## src/rtl/tdm_fsync_pkg.sv

```systemverilog
package tdm_fsync_pkg;

  localparam int MAX_SLOT_BITS   = 32;
  localparam int MAX_SLOTS       = 32;
  localparam int MAX_WIDTH_WORDS = 32;

  localparam int SB_W   = $clog2(MAX_SLOT_BITS + 1);
  localparam int BIT_W  = $clog2(MAX_SLOT_BITS);
  localparam int SLOT_W = $clog2(MAX_SLOTS);
  localparam int FS_W   = $clog2(MAX_SLOTS + 1);
  localparam int WW_W   = $clog2(MAX_WIDTH_WORDS + 1);
  localparam int MAX_MUL = (MAX_SLOTS > MAX_WIDTH_WORDS) ? MAX_SLOTS : MAX_WIDTH_WORDS;
  localparam int CMP_W  = $clog2(MAX_SLOT_BITS * MAX_MUL + 1) + 1;

  typedef struct packed {
    logic [2:0] word_code;
    logic [2:0] slot_code;
    logic [4:0] frame_code;
    logic [3:0] width_code;
    logic       pol;
    logic       coinc;
    logic       client;
  } cfg_codes_t;

  // bits per slot or word: 8 + 4*code, reserved code saturates
  function automatic logic [SB_W-1:0] size_bits_of(input logic [2:0] code);
    if (code == 3'd7) return SB_W'(MAX_SLOT_BITS);
    return SB_W'(8 + 4 * int'(code));
  endfunction

  function automatic logic [FS_W-1:0] frame_slots_of(input logic [4:0] code);
    int c;
    c = int'(code);
    if (c == 0)  return FS_W'(1);
    if (c <= 4)  return FS_W'(c + 1);
    if (c <= 18) return FS_W'(2 * c - 4);
    return FS_W'(MAX_SLOTS);
  endfunction

  // zero means a single bit-clock pulse
  function automatic logic [WW_W-1:0] width_words_of(input logic [3:0] code);
    case (code)
      4'd0, 4'd1, 4'd2, 4'd3, 4'd4, 4'd5, 4'd6, 4'd7: return WW_W'(code);
      4'd8:    return WW_W'(8);
      4'd9:    return WW_W'(16);
      default: return WW_W'(MAX_WIDTH_WORDS);
    endcase
  endfunction

  function automatic logic codes_reserved(input cfg_codes_t c);
    return (c.word_code == 3'd7) || (c.slot_code == 3'd7) ||
           (c.frame_code > 5'd18) || (c.width_code > 4'd10);
  endfunction

endpackage

```

## src/rtl/tdm_fsync_cfg.sv

```systemverilog
module tdm_fsync_cfg
  import tdm_fsync_pkg::*;
(
  input  logic             clk,
  input  logic             rst_n,
  input  logic             port_en,
  input  logic             cfg_we,
  input  cfg_codes_t       cfg_in,
  output cfg_codes_t       codes,
  output logic [SB_W-1:0]  slot_bits,
  output logic [SB_W-1:0]  word_bits,
  output logic [FS_W-1:0]  frame_slots,
  output logic [WW_W-1:0]  width_words,
  output logic             cfg_err
);

  cfg_codes_t codes_q, codes_d;
  logic       err_q, err_d;
  logic       wr_ok;

  always_comb begin
    wr_ok   = cfg_we & ~port_en;
    codes_d = codes_q;
    err_d   = err_q;
    if (wr_ok) begin
      codes_d = cfg_in;
      err_d   = err_q | codes_reserved(cfg_in);
    end
  end

  always_ff @(posedge clk or negedge rst_n) begin
    if (!rst_n) begin
      codes_q <= '0;
      err_q   <= 1'b0;
    end else begin
      codes_q <= codes_d;
      err_q   <= err_d;
    end
  end

  always_comb begin
    codes       = codes_q;
    slot_bits   = size_bits_of(codes_q.slot_code);
    word_bits   = size_bits_of(codes_q.word_code);
    frame_slots = frame_slots_of(codes_q.frame_code);
    width_words = width_words_of(codes_q.width_code);
    cfg_err     = err_q;
  end

endmodule

```

## src/rtl/tdm_fsync_cnt.sv

```systemverilog
module tdm_fsync_cnt
  import tdm_fsync_pkg::*;
(
  input  logic              clk,
  input  logic              rst_n,
  input  logic              en,
  input  logic              client,
  input  logic              coinc,
  input  logic              pol,
  input  logic              fsync_i,
  input  logic [SB_W-1:0]   slot_bits,
  input  logic [FS_W-1:0]   frame_slots,
  output logic              run,
  output logic [BIT_W-1:0]  bit_pos,
  output logic [SLOT_W-1:0] slot_pos,
  output logic              resync_err
);

  logic [BIT_W-1:0]  bit_q, bit_d, bit_start;
  logic [SLOT_W-1:0] slot_q, slot_d, slot_start;
  logic              run_q, run_d;
  logic              prev_q, prev_d;
  logic              rsy_q, rsy_d;
  logic              act, lead, at_start, bit_wrap, slot_wrap;

  always_comb begin
    // frame start position: bit 0 of slot 0, or the last bit before it
    bit_start  = coinc ? '0 : BIT_W'(slot_bits - SB_W'(1));
    slot_start = coinc ? '0 : SLOT_W'(frame_slots - FS_W'(1));

    act      = ~(fsync_i ^ pol);
    lead     = en & client & act & ~prev_q;
    at_start = (bit_q == bit_start) && (slot_q == slot_start);
    run      = en & (~client | run_q | lead);

    bit_pos  = lead ? bit_start  : bit_q;
    slot_pos = lead ? slot_start : slot_q;

    bit_wrap  = (SB_W'(bit_pos) == slot_bits - SB_W'(1));
    slot_wrap = (FS_W'(slot_pos) == frame_slots - FS_W'(1));

    bit_d  = bit_q;
    slot_d = slot_q;
    run_d  = run_q;
    if (!en) begin
      bit_d  = bit_start;
      slot_d = slot_start;
      run_d  = 1'b0;
    end else if (run) begin
      run_d = 1'b1;
      if (bit_wrap) begin
        bit_d  = '0;
        slot_d = slot_wrap ? '0 : slot_pos + 1'b1;
      end else begin
        bit_d  = bit_pos + 1'b1;
        slot_d = slot_pos;
      end
    end

    prev_d = act;
    rsy_d  = rsy_q | (lead & run_q & ~at_start);
  end

  always_ff @(posedge clk or negedge rst_n) begin
    if (!rst_n) begin
      bit_q  <= '0;
      slot_q <= '0;
      run_q  <= 1'b0;
      prev_q <= 1'b0;
      rsy_q  <= 1'b0;
    end else begin
      bit_q  <= bit_d;
      slot_q <= slot_d;
      run_q  <= run_d;
      prev_q <= prev_d;
      rsy_q  <= rsy_d;
    end
  end

  assign resync_err = rsy_q;

endmodule

```

## src/rtl/tdm_fsync_out.sv

```systemverilog
module tdm_fsync_out
  import tdm_fsync_pkg::*;
(
  input  logic              run,
  input  logic              client,
  input  logic              coinc,
  input  logic              pol,
  input  logic [BIT_W-1:0]  bit_pos,
  input  logic [SLOT_W-1:0] slot_pos,
  input  logic [SB_W-1:0]   slot_bits,
  input  logic [SB_W-1:0]   word_bits,
  input  logic [FS_W-1:0]   frame_slots,
  input  logic [WW_W-1:0]   width_words,
  output logic              fsync_o,
  output logic              fsync_oe,
  output logic              slot_first,
  output logic              word_valid,
  output logic [SLOT_W-1:0] slot_idx
);

  logic [CMP_W-1:0] pos, flen, wlen;
  logic             hit;

  always_comb begin
    pos  = CMP_W'(slot_pos) * CMP_W'(slot_bits) + CMP_W'(bit_pos);
    flen = CMP_W'(frame_slots) * CMP_W'(slot_bits);
    wlen = (width_words == '0) ? CMP_W'(1)
                               : CMP_W'(width_words) * CMP_W'(slot_bits);
    if (coinc) hit = (pos < wlen);
    else       hit = (pos == flen - CMP_W'(1)) || (pos + CMP_W'(1) < wlen);

    fsync_o    = (run & ~client & hit) ? pol : ~pol;
    fsync_oe   = ~client;
    slot_first = run & (bit_pos == '0);
    word_valid = run & (SB_W'(bit_pos) < word_bits);
    slot_idx   = run ? slot_pos : '0;
  end

endmodule

```

## src/rtl/tdm_fsync_gen.sv

```systemverilog
module tdm_fsync_gen
  import tdm_fsync_pkg::*;
(
  input  logic       clk,
  input  logic       rst_n,
  input  logic       port_en,
  input  logic       cfg_we,
  input  logic [2:0] cfg_word_sz,
  input  logic [2:0] cfg_slot_sz,
  input  logic [4:0] cfg_frame_cnt,
  input  logic [3:0] cfg_width,
  input  logic       cfg_pol,
  input  logic       cfg_coinc,
  input  logic       cfg_client,
  input  logic       fsync_i,
  output logic       fsync_o,
  output logic       fsync_oe,
  output logic [4:0] slot_idx,
  output logic       slot_first,
  output logic       word_valid,
  output logic       cfg_err,
  output logic       resync_err
);

  cfg_codes_t        cfg_in, codes;
  logic [SB_W-1:0]   slot_bits, word_bits;
  logic [FS_W-1:0]   frame_slots;
  logic [WW_W-1:0]   width_words;
  logic              run;
  logic [BIT_W-1:0]  bit_pos;
  logic [SLOT_W-1:0] slot_pos;
  logic [SLOT_W-1:0] idx_w;
  logic              pol_q, coinc_q, client_q;

  always_comb begin
    cfg_in.word_code  = cfg_word_sz;
    cfg_in.slot_code  = cfg_slot_sz;
    cfg_in.frame_code = cfg_frame_cnt;
    cfg_in.width_code = cfg_width;
    cfg_in.pol        = cfg_pol;
    cfg_in.coinc      = cfg_coinc;
    cfg_in.client     = cfg_client;
    pol_q    = codes.pol;
    coinc_q  = codes.coinc;
    client_q = codes.client;
  end

  tdm_fsync_cfg u_cfg (
    .clk(clk), .rst_n(rst_n), .port_en(port_en), .cfg_we(cfg_we),
    .cfg_in(cfg_in), .codes(codes), .slot_bits(slot_bits),
    .word_bits(word_bits), .frame_slots(frame_slots),
    .width_words(width_words), .cfg_err(cfg_err)
  );

  tdm_fsync_cnt u_cnt (
    .clk(clk), .rst_n(rst_n), .en(port_en), .client(client_q),
    .coinc(coinc_q), .pol(pol_q), .fsync_i(fsync_i),
    .slot_bits(slot_bits), .frame_slots(frame_slots), .run(run),
    .bit_pos(bit_pos), .slot_pos(slot_pos), .resync_err(resync_err)
  );

  tdm_fsync_out u_out (
    .run(run), .client(client_q), .coinc(coinc_q), .pol(pol_q),
    .bit_pos(bit_pos), .slot_pos(slot_pos), .slot_bits(slot_bits),
    .word_bits(word_bits), .frame_slots(frame_slots),
    .width_words(width_words), .fsync_o(fsync_o), .fsync_oe(fsync_oe),
    .slot_first(slot_first), .word_valid(word_valid), .slot_idx(idx_w)
  );

  assign slot_idx = 5'(idx_w);

endmodule

```

## config.mk

```make
export PLATFORM = sky130hd
export DESIGN_NAME = tdm_fsync_gen
export DESIGN_NICKNAME = d
export VERILOG_FILES = /design/src/rtl/tdm_fsync_pkg.sv /design/src/rtl/tdm_fsync_cfg.sv /design/src/rtl/tdm_fsync_cnt.sv /design/src/rtl/tdm_fsync_out.sv /design/src/rtl/tdm_fsync_gen.sv
export SDC_FILE = /design/constraint.sdc
export NUM_CORES = 1
export LEC_CHECK = 0
export BUFFER_PORTS_ARGS = -buffer_cell sky130_fd_sc_hd__buf_4
export CAP_MARGIN = 20
export CORE_MARGIN = 5
export CORE_UTILIZATION = 55
export DETAILED_ROUTE_END_ITERATION = 10
export PLACE_DENSITY = 0.73
export SKIP_LAST_GASP = 1
export SLEW_MARGIN = 20
export SYNTH_ARGS = -nofsm -noshare
export SYNTH_HDL_FRONTEND = slang
export SYNTH_SLANG_ARGS = --single-unit
```

## constraint.sdc

```tcl
create_clock -name clk -period 10.55 [get_ports clk]
set_clock_uncertainty 0.15 [all_clocks]
set_input_delay 1.055 -clock clk [delete_from_list [all_inputs] [get_ports clk]]
set_output_delay 1.055 -clock clk [all_outputs]
set_load 0.1 [all_outputs]
```

Word-level counts from Yosys, hierarchy flattened
Cells that the tools add are included.

cells by class
  equal/unequal tests = 19
  multipliers = 3
  reduce and logical (&&, ||, !) cells = 10
  muxes and demuxes = 36
  add/subtract/negate cells = 11
  bitwise operators = 22
  $lt $le $gt $ge = 7

operator list
  operator               count
  $mux 5                 12
  $mux 6                 10
  $lt 12x12->1           2
  $mul 6x6->12           2
  $pmux 6 s3             1
  $eq 4x3->1 const B     4
  $add 11x5->12          1
  $add 12x1->12 const B  1
  $add 4x5->6 const A    2
  $eq 12x12->1           1
  $eq 3x3->1 const B     4
  $eq 5x6->1             2
  $mux 1                 12
  $mux 12                1
  $sub 12x1->12 const B  1
  $sub 6x1->6 const B    2
  $and 1x1->1            11
  $mul 5x6->11           1
  $add 5x1->5 const B    2
  $eq 5x5->1             2
  $logic_not 5->1        2
  $eq 4x2->1 const B     2
  $eq 4x4->1 const B     2
  $reduce_or 8->1        1
  other kinds (16)       27

word-level totals
  output and inout bits = 11
  register bits = 32
  logic and storage cells = 121
  bits of input ports = 23

Logic depth before layout (Yosys ltp)
  depth in word-level cells = 19
  mapped depth = 31
  mapped depth without buffers = 30

Hierarchy
From an unflattened synthesis, not the netlist that was laid out.

second synthesis, totals
  cell total of the unflattened synthesis = 850
  area, all modules = 7280.7 um^2

by module, submodules not included
  module         times used  area an instance (um^2)  cells an instance  seq. area each (um^2)
  tdm_fsync_out  1           4520.6                   549                0.0
  tdm_fsync_cnt  1           1641.6                   194                325.3
  tdm_fsync_cfg  1           1118.6                   107                475.5

Worst setup path after synthesis
OpenSTA, ideal clock, no wires.

  kind = register -> output
  start point = reg u_cfg.codes_q (netlist bit u_cfg.codes[7])
  end point = out fsync_o
  slack = 0.895 ns
  arrival time = 8.450 ns
  required time = 9.345 ns
  cell stages (with the launch flop) = 29
  path buffers = 1
  path through = dfrtp_1 -> inv_1 -> ha_1 -> or4b_1 -> buf_4 -> a221oi_4 -> inv_2 -> ha_1 -> o311a_1 -> o22ai_1 -> or2_1 -> a2bb2oi_1 -> nor2_1 -> fa_1 -> fa_1 -> fa_1 -> ha_1 -> a21o_1 -> a311o_1 -> a21oi_1 -> xnor2_1 -> nand3_1 -> xnor2_1 -> ha_1 -> nand4_1 -> a211oi_1 -> o31a_1 -> a211oi_1 -> xnor2_1

between the ends
  word-level cells in the longest chain between the ends = 18
  elaborated cells between the ends (all ways) = 31
  those cells by class = 6 x add/sub; 2 x mul; 4 x order compare; 1 x eq/ne; 15 x mux; 1 x bitwise; 2 x reduce/logical

ends and longest elaborated chain
  what                    line                 RTL
  from (decl)             tdm_fsync_cfg.sv:17  cfg_codes_t codes_q, codes_d;
  from (signal assigned)  tdm_fsync_cfg.sv:36  codes_q <= codes_d;
  $le 5x5->1              tdm_fsync_pkg.sv:36  if (c <= 18) return FS_W'(2 * c - 4);
  $mux 1 (2 in series)    tdm_fsync_pkg.sv:36
  $mux 1                  tdm_fsync_pkg.sv:35  if (c <= 4) return FS_W'(c + 1);
  $mux 6                  tdm_fsync_pkg.sv:37  return FS_W'(MAX_SLOTS);
  $mux 6                  tdm_fsync_pkg.sv:36
  $mux 6 (*)              tdm_fsync_pkg.sv:35
  $sub 6x1->6             tdm_fsync_cnt.sv:29  slot_start = coinc ? '0 : SLOT_W'(frame_slots - FS_W'(1));
  $mux 5                  tdm_fsync_cnt.sv:29
  $mux 5                  tdm_fsync_cnt.sv:37  slot_pos = lead ? slot_start : slot_q;
  $mul 5x6->11            tdm_fsync_out.sv:25  pos = CMP_W'(slot_pos) * CMP_W'(slot_bits) + CMP_W'(bit_pos);
  $add 11x5->12           tdm_fsync_out.sv:25
  $add 12x1->12           tdm_fsync_out.sv:30  else hit = (pos == flen - CMP_W'(1)) || (pos + CMP_W'(1) < wlen);
  $lt 12x12->1            tdm_fsync_out.sv:30
  $logic_or 1x1->1        tdm_fsync_out.sv:30
  $mux 1 (*)              tdm_fsync_out.sv:29  if (coinc) hit = (pos < wlen);
  $and 1x1->1 (*)         tdm_fsync_out.sv:32  fsync_o = (run & ~client & hit) ? pol : ~pol;
  $mux 1 (*)              tdm_fsync_out.sv:32
  to (decl)               tdm_fsync_gen.sv:16  output logic fsync_o,

Every way passes the cells marked *; elsewhere a longest branch is shown, timed or not. The select of a mux whose other input is x is not followed.

Final worst setup path
Ends and elaborated chain as after synthesis.

==> impl_results.md <==
- Status: completed
- Number of global-route vias before repair: approximately 5300
- Top cells by count, synth: 103 x ha_1, 68 x nor2_1, 65 x nand2_1
- Full die area: about 13000 µm²
- Power Total: roughly 1.6 mW
- Post-DRT Antenna Nets: 0
- Synth Warn #: 0
- Final Util: 0.604
- Top cell family by delay on the critical path: adder cells
- Final WS setup: between 0.7 and 0.8 ns
- Via/cell ratio: 6.14
- Hold endpoint: u_cfg.cfg_err$_DFFE_PN0P_
- DRC viols: 0
- Upper clock frequency limit: 0.102 GHz
- Critical path required time: a little over 9 ns
- Antenna diodes: 0
- First-pass GRT wire length: 25300 µm
- Cells on worst reg2reg path: 12
- Async S/R FF share, synth: 1.00
- Num rows: 37
- Final setup vio count: 0
- Startpoint Class: flip-flop
- Input/output buffers: 33
- Max FO, Critical Path: 9
- HPWL after DPL: between 10000 and 15000 µm
- Maximum VDD drop: roughly 0.00019 V
- Htree depth: 2
- Worst r2r src: u_cfg.codes[7]$_DFFE_PN0P_
- Worst Max-Slew Pin Slew: 0.987 ns
- Worst-path clk slew: about 0.06 ns
- CTS buffer count: 5
- Hold Startpoint: u_cfg.cfg_err$_DFFE_PN0P_
- Post-synth top area share: 0.224
- RSZ-0062 raised after global routing: no
- Element type at the critical path end: primary output
- Critical R2R Capture: u_cnt.slot_q[3]$_DFFE_PN0P_
- Slowest CP cell: or4b_1
- Commonest register cell after synthesis: dfrtp_1
- WL final: approximately 15000 µm
- Largest net degree at the start of global routing: 33
- Worst hold path type: reg -> reg
- Cells after synthesis: 687
- Area Growth Syn to Fin: 7.67%
- Pre-CTS worst setup slack: 0.917 ns
- Setup_tns: 0 ns
- Delay of the slowest critical-path stage: 0.61 ns
- Most frequent cell after synthesis: ha_1
- Synth area leaders: ha_1 22%, dfrtp_1 14%, fa_1 9.7%
- 1st-iter DRT viols: 477
- WP depth: 29
- Drt pass-1 iters: 6
- Clk root buf: clkbuf_8
- Pwr Density: between 200 and 300 nW/µm²
- Gr ovfl total: 0
- Final nets: 862
- MaxCap Viol Count: 0
- # IOs: 34
- Critical path type: reg -> out
- Register area share after synthesis: 0.139
- Initial antenna violation count: 0
- Number of flops mapped to enable cells by yosys: 0
- Reg-to-reg setup timing slack: about 5.9 ns
- Final min period: between 9 and 10 ns
- Net Count, Synth: 841
- GRT Total Usage: 0.239
- Initial Util: 0.561
- WP buf/inv: 3
- Hold_ws: 0.324 ns
- GP Congestion: 0.974
- Worst-skew pair later-pin latency: 0.28 ns
- DR vias: 5181
- Cells on Worst Hold Path: 1
- Wire length per cell: 17.3 µm
- Die Wd: 112 µm
- Core area: 10300 µm²
- Syn_area_per_cell: 8.39 µm²
- Lkg Pwr: 3.03 nW
- CTS tree: yes
- Slew Limit Fails: 0
- Clock Sinks: 32
- Worst slew margin: 0.336
- DIE HEIGHT: 112 µm
- Final-report hold violation count: 0
- Clock tree buffer depth: 2
- Mapped Area: 5760 µm²
- Area leader, netlist: ha_1
- Netlist cell types: 74
- Synth Register Bits: 32
- Layout cells sized above 1: 0.109
- Crit path top cell by count: ha_1
- Crit path DAT: 8.56 ns
- Final worst-path cycle share: 0.926
[logic make-up (layout without fill, tap and decap cells)]
kind of cell	count (synthesis)	in the layout	synth area share
fa+ha+maj	131	131	0.321
xor+xnor	50	50	0.0784
simple gates	223	223	0.185
flops	32	32	0.139
compound gates	143	143	0.181
mux	19	19	0.0365
buf+inv	89	110	0.0593
[placed cells by master (no fill, tap or decap), types with 8 or more instances in the layout]
cell type  instances
nand3_1           15
ha_1             103
nor2_1            68
a21o_1             8
o211ai_1          11
and2_1            13
nor3_1             8
inv_1             64
fa_1              28
o21ai_0           24
xnor2_1           39
a21oi_1           22
xor2_1            10
dfrtp_1           32
buf_4             37
nand2b_1           9
nor2b_1           10
mux2_2            16
nand2_1           65
[how the worst max path moves through the flow]
stage / start / end / slack (ns)
after floorplan: u_cfg.codes[7]$_DFFE_PN0P_ / fsync_o / 0.90
after global placement: u_cfg.codes[7]$_DFFE_PN0P_ / fsync_o / 1.25
after detailed placement: u_cfg.codes[7]$_DFFE_PN0P_ / fsync_o / 0.92
after CTS: u_cfg.codes[7]$_DFFE_PN0P_ / fsync_o / 0.62
after global routing: u_cfg.codes[7]$_DFFE_PN0P_ / fsync_o / 0.21
final: u_cfg.codes[7]$_DFFE_PN0P_ / fsync_o / 0.78
[per-stage QoR]
step | instance area [µm²] | std cells
floorplan | 5760 | 687
global placement | 6120 | 837
detailed placement | 6120 | 837
CTS | 6200 | 844
global route | 6200 | 844
finish | 6200 | 844
[what timing repair did]
action / CTS / global route
setup buffers: 0 / 0
hold buffers: 0 / 0
endpoints found under the setup margin: 0 / 1
resized for setup: 0 / 1
[flip-flops by register name, summed over array words and instances (netlist names)]
register          flops
u_cnt.prev_q          1
u_cnt.resync_err      1
u_cfg.cfg_err         1
u_cnt.run_q           1
u_cnt.slot_q          5
u_cfg.codes          18
u_cnt.bit_q           5
[metal layers]
layer	routed length, µm	track usage	up-vias
met4	379	0.0713	0
met1	6200	0.313	2471
met2	7060	0.420	216
met3	947	0.0173	39
li1	-	-	2455
met5	0	0	-
[worst reg2reg max path: cells and delay by family (launching register included)]
family	cells	cell delay, ns
AND/OR/NAND/NOR	4	1.95
adder cells (fa/ha/maj)	2	0.47
XOR/XNOR	1	0.18
flip-flops	1	0.50
AO/OA/AOI/OAI	3	1.02
buffers and inverters	2	0.32
[power by group]
part	switching [mW]	internal, mW	total, mW	leakage [nW]
combinational	0.787	0.560	1.35	2.60
sequential	0.0504	0.148	0.199	0.383
clock	0.0453	0.0446	0.0900	0.0400
total	0.883	0.753	1.64	3.03
[cell type report]
| cell class | instances | area, µm² |
|---|---|---|
| Multi-Input combinational cell | 566 | 4630 |
| Fill cell | 922 | 4070 |
| Sequential cell | 32 | 801 |
| Timing Repair Buffer | 37 | 278 |
| Inverter | 66 | 248 |
| Tap cell | 136 | 170 |
| Clock buffer | 5 | 68.8 |
| Clock inverter | 2 | 12.5 |
Power figures use the tool's default switching activity.
